`config.mk`:
```
export PLATFORM = sky130hd
export DESIGN_NAME = uart_fifo_ctrl
export DESIGN_NICKNAME = d
export VERILOG_FILES = /design/src/rtl/uart_fifo_pkg.sv /design/src/rtl/ufc_sync_fifo.sv /design/src/rtl/ufc_ctrl_reg.sv /design/src/rtl/ufc_line_status.sv /design/src/rtl/uart_fifo_ctrl.sv
export SDC_FILE = /design/constraint.sdc
export NUM_CORES = 1
export LEC_CHECK = 0
export ABC_AREA = 1
export BUFFER_PORTS_ARGS = -buffer_cell sky130_fd_sc_hd__buf_2
export CAP_MARGIN = 5
export CORE_AREA = 2 2 178 180
export CTS_BUF_LIST = sky130_fd_sc_hd__clkbuf_4
export CTS_CLUSTER_SIZE = 14
export DETAILED_ROUTE_END_ITERATION = 16
export DIE_AREA = 0 0 180 182
export PLACE_DENSITY = 0.73
export SLEW_MARGIN = 20
export SYNTH_ARGS = -nofsm -noshare
export SYNTH_HDL_FRONTEND = slang
export SYNTH_SLANG_ARGS = --single-unit
```
`constraint.sdc`:
```
create_clock -name clk -period 3.8 [get_ports clk]
set_input_delay 0.57 -clock clk [delete_from_list [all_inputs] [get_ports clk]]
set_output_delay 0.57 -clock clk [all_outputs]
set_load 0.05 [all_outputs]
```
`src/rtl/uart_fifo_pkg.sv`:
```
// Shared types and helpers for the UART FIFO control block.
// Assumes the receive threshold codes map to fixed byte counts.
package uart_fifo_pkg;

    // Receive threshold selection, as written in control bits 7:6
    typedef enum logic [1:0] {
        TRIG_1  = 2'b00,
        TRIG_4  = 2'b01,
        TRIG_8  = 2'b10,
        TRIG_14 = 2'b11
    } rx_trig_e;

    // Error tag stored with every received byte (bit 0 parity)
    typedef struct packed {
        logic brk;
        logic frm;
        logic par;
    } rx_err_t;

    localparam int ERR_W = 3;

    // Bit positions inside the line status byte
    localparam int ST_DREADY  = 0;
    localparam int ST_OVERRUN = 1;
    localparam int ST_THEMPTY = 5;
    localparam int ST_TEMPTY  = 6;
    localparam int ST_RXERR   = 7;

    // Maps a threshold code to the number of bytes it stands for
    function automatic int unsigned trig_bytes(input rx_trig_e code);
        case (code)
            TRIG_1:  return 1;
            TRIG_4:  return 4;
            TRIG_8:  return 8;
            default: return 14;
        endcase
    endfunction

endpackage

```
`src/rtl/ufc_sync_fifo.sv`:
```
// Synchronous queue with a capacity that can be cut to one entry.
// Assumes DEPTH is a power of two. A clear has priority over push and
// pop in the same cycle. A push while full is dropped, even when a pop
// happens in the same cycle.
module ufc_sync_fifo #(
    parameter int W     = 8,
    parameter int DEPTH = 16,
    localparam int AW   = $clog2(DEPTH),
    localparam int CW   = $clog2(DEPTH + 1)
) (
    input  logic          clk,
    input  logic          rst_n,
    input  logic          clr,
    input  logic          one_deep,
    input  logic          push,
    input  logic [W-1:0]  din,
    input  logic          pop,
    output logic [W-1:0]  dout,
    output logic [CW-1:0] count,
    output logic          full,
    output logic          push_acc,
    output logic          pop_acc,
    output logic          push_drop
);

    logic [W-1:0]  mem [DEPTH];
    logic [AW-1:0] wr_ptr, rd_ptr;
    logic [CW-1:0] cap;

    // Capacity limit and acceptance of push and pop
    always_comb begin
        cap       = one_deep ? CW'(1) : CW'(DEPTH);
        full      = (count >= cap);
        push_acc  = push && !full && !clr;
        pop_acc   = pop && (count != '0) && !clr;
        push_drop = push && full && !clr;
        dout      = mem[rd_ptr];
    end

    // Storage write, no reset needed on data
    always_ff @(posedge clk) begin
        if (push_acc) mem[wr_ptr] <= din;
    end

    // Pointer and occupancy bookkeeping
    always_ff @(posedge clk) begin
        if (!rst_n || clr) begin
            wr_ptr <= '0;
            rd_ptr <= '0;
            count  <= '0;
        end else begin
            if (push_acc) wr_ptr <= wr_ptr + 1'b1;
            if (pop_acc)  rd_ptr <= rd_ptr + 1'b1;
            case ({push_acc, pop_acc})
                2'b10:   count <= count + 1'b1;
                2'b01:   count <= count - 1'b1;
                default: count <= count;
            endcase
        end
    end

endmodule

```
`src/rtl/ufc_ctrl_reg.sv`:
```
// Write-only FIFO control register decode.
// Bit 0 selects FIFO mode. Bits 1 and 2 are one-cycle clear pulses for
// the receive and transmit queues. Bits 7:6 pick the receive threshold.
// Bits 1, 2 and 7:6 take effect only when bit 0 is 1 in the same write.
module ufc_ctrl_reg
    import uart_fifo_pkg::*;
(
    input  logic       clk,
    input  logic       rst_n,
    input  logic       wr_en,
    input  logic [7:0] wdata,
    output logic       fifo_en,
    output rx_trig_e   trig,
    output logic       flush,
    output logic       rx_clr,
    output logic       tx_clr
);

    logic unused_cfg_bits;

    // Clear pulses: a write of bit 0 = 0 or any mode change empties both queues
    always_comb begin
        flush  = wr_en && (!wdata[0] || !fifo_en);
        rx_clr = flush || (wr_en && wdata[0] && wdata[1]);
        tx_clr = flush || (wr_en && wdata[0] && wdata[2]);
    end

    assign unused_cfg_bits = ^wdata[5:3];

    // Held fields of the register
    always_ff @(posedge clk) begin
        if (!rst_n) begin
            fifo_en <= 1'b0;
            trig    <= TRIG_1;
        end else if (wr_en) begin
            fifo_en <= wdata[0];
            if (wdata[0]) trig <= rx_trig_e'(wdata[7:6]);
        end
    end

endmodule

```
`src/rtl/ufc_line_status.sv`:
```
// Line status bits and the receive threshold request.
// Keeps a count of error-tagged bytes in the receive queue and a sticky
// error flag, which a status read clears only once the count is zero.
// Overrun is sticky until a status read; a drop in the same cycle wins.
module ufc_line_status
    import uart_fifo_pkg::*;
#(
    parameter int CW = 5
) (
    input  logic          clk,
    input  logic          rst_n,
    input  logic          fifo_en,
    input  rx_trig_e      trig,
    input  logic          flush,
    input  logic          rx_clr,
    input  logic          rx_in_err,
    input  logic          rx_out_err,
    input  logic          rx_drop,
    input  logic [CW-1:0] rx_count,
    input  logic          tx_empty,
    input  logic          tsr_busy,
    input  logic          lsr_rd,
    output logic [7:0]    lsr_q,
    output logic          thr_irq
);

    logic [CW-1:0] err_cnt, err_cnt_n;
    logic          err_flag, overrun;

    // Next count of error-tagged bytes still queued
    always_comb begin
        err_cnt_n = err_cnt;
        if (rx_clr) err_cnt_n = '0;
        else begin
            case ({rx_in_err, rx_out_err})
                2'b10:   err_cnt_n = err_cnt + 1'b1;
                2'b01:   err_cnt_n = err_cnt - 1'b1;
                default: err_cnt_n = err_cnt;
            endcase
        end
    end

    // Sticky error flag, overrun flag and tagged-byte count
    always_ff @(posedge clk) begin
        if (!rst_n) begin
            err_cnt  <= '0;
            err_flag <= 1'b0;
            overrun  <= 1'b0;
        end else begin
            err_cnt  <= err_cnt_n;
            err_flag <= !flush && ((err_cnt_n != '0) || (err_flag && !lsr_rd));
            overrun  <= rx_drop || (overrun && !lsr_rd);
        end
    end

    // Status byte assembly and threshold comparison
    always_comb begin
        lsr_q              = '0;
        lsr_q[ST_DREADY]   = (rx_count != '0);
        lsr_q[ST_OVERRUN]  = overrun;
        lsr_q[ST_THEMPTY]  = tx_empty;
        lsr_q[ST_TEMPTY]   = tx_empty && !tsr_busy;
        lsr_q[ST_RXERR]    = fifo_en && err_flag;
        thr_irq = fifo_en && ({{(32-CW){1'b0}}, rx_count} >= trig_bytes(trig));
    end

endmodule

```
`src/rtl/uart_fifo_ctrl.sv`:
```
// Top of the UART FIFO control block: control register, transmit and
// receive queues, and line status. Assumes the shifters and the host
// respect tx_avail/rx_avail before popping; a pop of an empty queue is ignored.
module uart_fifo_ctrl
    import uart_fifo_pkg::*;
#(
    parameter int DEPTH = 16
) (
    input  logic             clk,
    input  logic             rst_n,
    input  logic             cfg_wr,
    input  logic [7:0]       cfg_wdata,
    input  logic             lsr_rd,
    output logic [7:0]       lsr_q,
    output logic             fifo_mode,
    input  logic             tx_push,
    input  logic [7:0]       tx_wdata,
    output logic             tx_full,
    input  logic             tx_pop,
    output logic [7:0]       tx_rdata,
    output logic             tx_avail,
    input  logic             tsr_busy,
    input  logic             rx_push,
    input  logic [7:0]       rx_wdata,
    input  logic [ERR_W-1:0] rx_werr,
    input  logic             rx_pop,
    output logic [7:0]       rx_rdata,
    output logic [ERR_W-1:0] rx_rerr,
    output logic             rx_avail,
    output logic             rx_thr_irq
);

    localparam int CW   = $clog2(DEPTH + 1);
    localparam int RX_W = 8 + ERR_W;

    rx_trig_e        trig;
    logic            flush, rx_clr, tx_clr;
    logic [CW-1:0]   tx_count, rx_count;
    logic            tx_push_acc, tx_pop_acc, tx_drop;
    logic            rx_full, rx_push_acc, rx_pop_acc, rx_drop;
    logic [RX_W-1:0] rx_head;

    ufc_ctrl_reg u_ctrl (
        .clk     (clk),
        .rst_n   (rst_n),
        .wr_en   (cfg_wr),
        .wdata   (cfg_wdata),
        .fifo_en (fifo_mode),
        .trig    (trig),
        .flush   (flush),
        .rx_clr  (rx_clr),
        .tx_clr  (tx_clr)
    );

    ufc_sync_fifo #(.W(8), .DEPTH(DEPTH)) u_txq (
        .clk       (clk),
        .rst_n     (rst_n),
        .clr       (tx_clr),
        .one_deep  (!fifo_mode),
        .push      (tx_push),
        .din       (tx_wdata),
        .pop       (tx_pop),
        .dout      (tx_rdata),
        .count     (tx_count),
        .full      (tx_full),
        .push_acc  (tx_push_acc),
        .pop_acc   (tx_pop_acc),
        .push_drop (tx_drop)
    );

    ufc_sync_fifo #(.W(RX_W), .DEPTH(DEPTH)) u_rxq (
        .clk       (clk),
        .rst_n     (rst_n),
        .clr       (rx_clr),
        .one_deep  (!fifo_mode),
        .push      (rx_push),
        .din       ({rx_werr, rx_wdata}),
        .pop       (rx_pop),
        .dout      (rx_head),
        .count     (rx_count),
        .full      (rx_full),
        .push_acc  (rx_push_acc),
        .pop_acc   (rx_pop_acc),
        .push_drop (rx_drop)
    );

    ufc_line_status #(.CW(CW)) u_status (
        .clk        (clk),
        .rst_n      (rst_n),
        .fifo_en    (fifo_mode),
        .trig       (trig),
        .flush      (flush),
        .rx_clr     (rx_clr),
        .rx_in_err  (rx_push_acc && (rx_werr != '0)),
        .rx_out_err (rx_pop_acc && (rx_head[RX_W-1 -: ERR_W] != '0)),
        .rx_drop    (rx_drop),
        .rx_count   (rx_count),
        .tx_empty   (tx_count == '0),
        .tsr_busy   (tsr_busy),
        .lsr_rd     (lsr_rd),
        .lsr_q      (lsr_q),
        .thr_irq    (rx_thr_irq)
    );

    logic unused_acc;

    // Head split and queue-level outputs
    always_comb begin
        rx_rdata   = rx_head[7:0];
        rx_rerr    = rx_head[RX_W-1 -: ERR_W];
        rx_avail   = (rx_count != '0);
        tx_avail   = (tx_count != '0);
        unused_acc = tx_push_acc ^ tx_pop_acc ^ tx_drop ^ rx_full;
    end

endmodule

```
# ---- Word level (Yosys, flattened, before mapping)
# Memory sizes are Yosys's and may differ from the RTL's. A register that Yosys moved wholly into a read port is not among the register bits.
# Cells that the tools add are included.
# W data, S select, Z words.
dict set report totals {
  output_inout_bits 32
  inputBits 36
  elab_cells 97
  n_memories 2
  mem_bits_rw 304
  regBits 36
}
# memory depth width read_ports rd_ports_with_merged_regs write_ports line
set mem_list {}
lappend mem_list {u_rxq.mem 16 11 1 1 1 ufc_sync_fifo.sv:26} ;# logic [W-1:0] mem [DEPTH];
lappend mem_list {u_txq.mem 16 8 1 1 1 ufc_sync_fifo.sv:26}
dict set report classes {
  n_reduce_logical 49
  mux 14
  n_eq_ne 8
  addsub 10
  magnitude_cmp 3
}
# op n
set ops {}
lappend ops {{$pmux W5 S2} 3}
lappend ops {{$logic_and A1 B1 Y1} 22}
lappend ops {{$add A4 B1 Y4 const B} 4}
lappend ops {{$mux W4} 4}
lappend ops {{$add A5 B1 Y5 const B} 3}
lappend ops {{$reduce_bool A5 Y1} 3}
lappend ops {{$sub A5 B1 Y5 const B} 3}
lappend ops {{$pmux W4 S3} 1}
lappend ops {{$ge A5 B5 Y1} 2}
lappend ops {{$logic_not A1 Y1} 10}
lappend ops {{$mux W5} 2}
lappend ops {{$eq A2 B1 Y1 const B} 4}
lappend ops {{$eq A2 B2 Y1 const B} 4}
lappend ops {{$logic_or A1 B1 Y1} 7}
lappend ops {{$reduce_bool A3 Y1} 2}
lappend ops {{$ge A5 B4 Y1} 1}
lappend ops {{$logic_not A5 Y1} 1}
lappend ops {{$mux W1} 4}
lappend ops {{$reduce_bool A2 Y1} 2}
lappend ops {{$logic_not A2 Y1} 1}
lappend ops {{$reduce_and A2 Y1} 1}

# ---- Longest topological paths before layout
dict set report logic_depth {
  ltp_word 13
  depth_mapped 22
  mapped_depth_nobuf 20
}

# ---- Modules after synthesis
# Synthesis repeated with hierarchy kept, for this count alone.
dict set report unflattened {
  hier_cells 1443
  hier_area_um2 15482.3
}
# mod n_inst cells_per_inst area_each_um2
set by_module_without_submodules {}
lappend by_module_without_submodules {{ufc_sync_fifo (u_rxq)} 1 723 8240.4}
lappend by_module_without_submodules {{ufc_sync_fifo (u_txq)} 1 573 6348.6}
lappend by_module_without_submodules {ufc_line_status 1 108 675.6}
lappend by_module_without_submodules {ufc_ctrl_reg 1 22 143.9}
lappend by_module_without_submodules {uart_fifo_ctrl 1 17 73.8}

# ---- Worst setup path after synthesis
# Ideal clock, no wire load.
dict set report synth_path {
  path_type {register to register}
  start {register u_ctrl.fifo_en}
  end {register u_rxq.count[4]}
  arrival_time_ps 2849
  slack_ps 835
  synth_period_minus_slack_ps 2965
  n_path_buf 1
  setup_ps 116
  stages_incl_launch_ff 18
  path_cell_list {dfxtp_1 inv_1 ha_1 nor2_1 nand2_1 nand2_1 nand3_2 buf_2 ha_1 ha_1 nand2_1 nand2_1 a21oi_1 nor2_1 nor2_1 nand2_1 o21ai_0 nor2_1}
}
dict set report synth_between {
  elab_chain_len 8
  word_cells_on_any_way 16
  cone_classes {order compare (1); eq/ne (2); mux (2); reduce/logical (11)}
}
# element line
set synth_rtl {}
lappend synth_rtl {{start, declared} ufc_ctrl_reg.sv:12} ;# output logic fifo_en,
lappend synth_rtl {{start signal, assigned} ufc_ctrl_reg.sv:36} ;# fifo_en <= wdata[0];
lappend synth_rtl {{parallel branches: the longest is 8 deep, another holds $ge A5 B5 Y1} n/a}
lappend synth_rtl {{end signal, assigned} ufc_sync_fifo.sv:55} ;# 2'b10: count <= count + 1'b1;
lappend synth_rtl {{end signal, assigned} ufc_sync_fifo.sv:56} ;# 2'b01: count <= count - 1'b1;
lappend synth_rtl {{end signal, assigned} ufc_sync_fifo.sv:57} ;# default: count <= count;
lappend synth_rtl {{end, declared} ufc_sync_fifo.sv:19} ;# output logic [CW-1:0] count,
# Parallel ways; which one is timed is not known.
# A chain may end at the register's enable or synchronous reset.

==> results.yml <==
die:
  die_y_um: 182
  ios: 68
  die_area_um2: 32760
  die-width_um: 180
  rows: 65
  core_um2: 30990
  initial_utilization_pct: 47.98
global_route:
  grt_use_total_pct: 19.05
  grt_overflow: 0
  antenna_found_initial: 2
  grt_pass1_wl_mm: 49.18
  grt_start_max_net_pins: 91
  first_global_vias: 9665
final_layout:
  nNetsFinal: 1428
  syn_to_final_growth_pct: 11.71
  postLayoutCoreUtil_pct: 53.60
  fillers: 2634
  drive_gt1_share_pct: 17.59
logic_synthesis:
  async_reset_ff_share_pct: 0
  synth-edff-count: 304
  ys_top_cells_by_count: "304 x edfxtp_1, 140 x nand2_1, 129 x nor2_1"
  ys_seq_elements: 348
  synth_top_area_cell: "edfxtp_1"
  yosysMostFrequentCell: "edfxtp_1"
  postSynthCellCount: 1243
  synth_area_per_cell_um2: 11.96
  synth_top_cell_area_share_pct: 61.40
  synth_area_leaders: "edfxtp_1 61%, dfxtp_1 5.9%, o21ai_0 3.6%, nand2_1 3.5%, nor2_1 3.3%"
  syn_area_um2: 14870
  yosys_most_used_dff: "edfxtp_1"
  netlist-cell-type-count: 40
  yosysWarnings: 0
  synth_seq_area_share_pct: 67.32
sta:
  min_period_ps: 3397
  finalCritPeriodShare_pct: 89.38
  hold_viol_final: 0
  fmax_mhz: 294.4
  finalSetupViolations: 0
  worstMarginPinSlew_ps: 1067
  clock_skew_ps: 61.45
  relSlewSlack_pct: 28.77
  rsz0062_at_grt: "false"
  setup-tns-final_ps: 0
  drv_slew: 0
setup_path:
  rrSetupSlack_ps: 510
  cp-end-kind: "primary output"
  r2r_end: "u_status.err_flag$_SDFF_PN0_"
  rr_worst_depth: 19
  worstSetupPathType: "register to primary output"
  cp.arrival_ps: 2830
  cp-start-kind: "register"
  required_ps: 3230
  crit_path_max_fanout: 26
worst_hold_path:
  hold_path_class: "input port to register"
  hold_end: "u_status.overrun$_SDFF_PN0_"
  min_from: "lsr_rd"
  hold_depth: 4
route:
  first_iter_violations: 716
  wl_mm: 31.13
  firstDrtPassIters: 5
  vias: 9697
  wl_per_cell_um: 17.00
  ant_nets: 0
  drc: 0
  via_per_inst: 5.296
clock_tree:
  post-cts-setup-buffers: 0
  cts_buffers: 89
  cts.path.max_buffers: 3
  postCtsResizedCells: 0
  insertion_delay_ps: 720
  cts.hold.buffers_added: 0
  cts_sinks: 348
  cts_htree_levels: 3
  clk_pin_slew_worst_paths_ps: 70
  cts_tree: "yes"
  cts_root_buffer: "clkbuf_4"
place:
  gp_congestion: 0.8404
  dpl.hpwl_mm: 18.28
  port_buffers: 61
power:
  ir_drop_v: 0.0001871
  p_leak_nw: 5.997
  power.density_nw_per_um2: 456.9
  p_total_mw: 7.588
status:
  status: "complete, no violations"
flow_run:
  cap_violations: 0
==> logic make-up after synthesis <==
| group | share of synthesized area [%] |
|---|---|
| compound gates | 10.70 |
| simple gates | 10.10 |
| mux | 2.154 |
| fa+ha+maj | 2.929 |
| xor+xnor | 0.5302 |
| flops | 67.32 |
| other cells | 0.02522 |
| buf+inv | 6.244 |
==> power by group <==
group / switching, mW / internal (mW)
clock: 1.48 / 1.49
sequential: 0.0153 / 4.18
combinational: 0.323 / 0.110
==> stage by stage <==
stage	cell area [µm²]	hold WS, ps	setup WS (ps)	cells
4_1_cts	16600	100.8	368.7	1829
3_5_place_dp	15520	461.3	545.2	1670
6_report	16610	159.8	403.4	1831
3_3_place_gp	15520	458.1	621.1	1670
2_1_floorplan	14880	443.7	834.9	1245
5_1_grt	16610	118.2	180.3	1831
==> worst max-delay path, cell delays in order, from the launching register on <==
cell and delay (ps):
dfxtp_1 420, inv_2 440, buf_4 380, o21ai_0 140
o221ai_1 210, o211ai_1 150, nand2_1 140, buf_2 270
==> final cells by class <==
| type | count | area [µm²] | area share, % |
|---|---|---|---|
| sequential | 348 | 10010 | 60.29 |
| clock buffer | 120 | 900.9 | 5.424 |
| tap | 402 | 503.0 | 3.028 |
| antenna | 2 | 5.005 | 0.03013 |
| multi-input combinational | 707 | 4008 | 24.13 |
| timing repair buffer | 86 | 518.0 | 3.119 |
| clock inverter | 39 | 178.9 | 1.077 |
| inverter | 127 | 481.7 | 2.900 |
==> worst max path at each step <==
stage | depth (start not counted) | slack (ps) | to | start
after global placement | 18 | 620 | u_status.err_flag$_SDFF_PN0_ | register
final | 7 | 400 | rx_rdata[2] | register
after detailed placement | 19 | 550 | u_status.err_flag$_SDFF_PN0_ | register
after CTS | 7 | 370 | rx_rdata[2] | register
after global routing | 19 | 180 | u_status.err_flag$_SDFF_PN0_ | register
after floorplan | 17 | 830 | u_rxq.count[4]$_SDFFE_PP0P_ | u_ctrl.fifo_en$_SDFFE_PN0P_
==> state kept, by name, indices dropped and copies added (netlist names), named ones only <==
signal / count
u_ctrl.fifo_en: 1
u_status.err_cnt: 5
u_rxq.wr_ptr: 4
u_txq.mem: 128
u_status.err_flag: 1
u_rxq.rd_ptr: 4
u_txq.rd_ptr: 4
u_status.overrun: 1
u_ctrl.trig: 2
u_rxq.count: 5
u_rxq.mem: 176
u_txq.count: 5
u_txq.wr_ptr: 4
==> per-layer routing <==
layer,GRT usage (%),vias to the layer above,share of wire [%]
li1,-,4725,-
met1,22.84,4554,40
met2,32.77,351,50
met3,4.312,67,6.9
met4,8.846,0,2.9
met5,0,-,0
==> cells in the final DEF (no fill, tap or decap), types with 4 or more instances in the layout <==
cell type	n
a211oi_1	4
nor3_1	4
nand3_2	4
inv_6	4
clkbuf_4	120
nor2_1	129
a21oi_1	66
inv_2	7
o21ai_1	17
nand2_1	140
mux2i_1	32
o21ai_0	106
dfxtp_1	42
nor3_2	14
buf_2	61
buf_4	23
o221ai_1	24
nand3_1	56
xnor2_1	6
edfxtp_1	304
o211ai_1	42
o22ai_1	8
ha_1	30
inv_1	118
clkinv_2	4
clkinv_1	30
No activity file was read; power rests on OpenSTA's default activity.
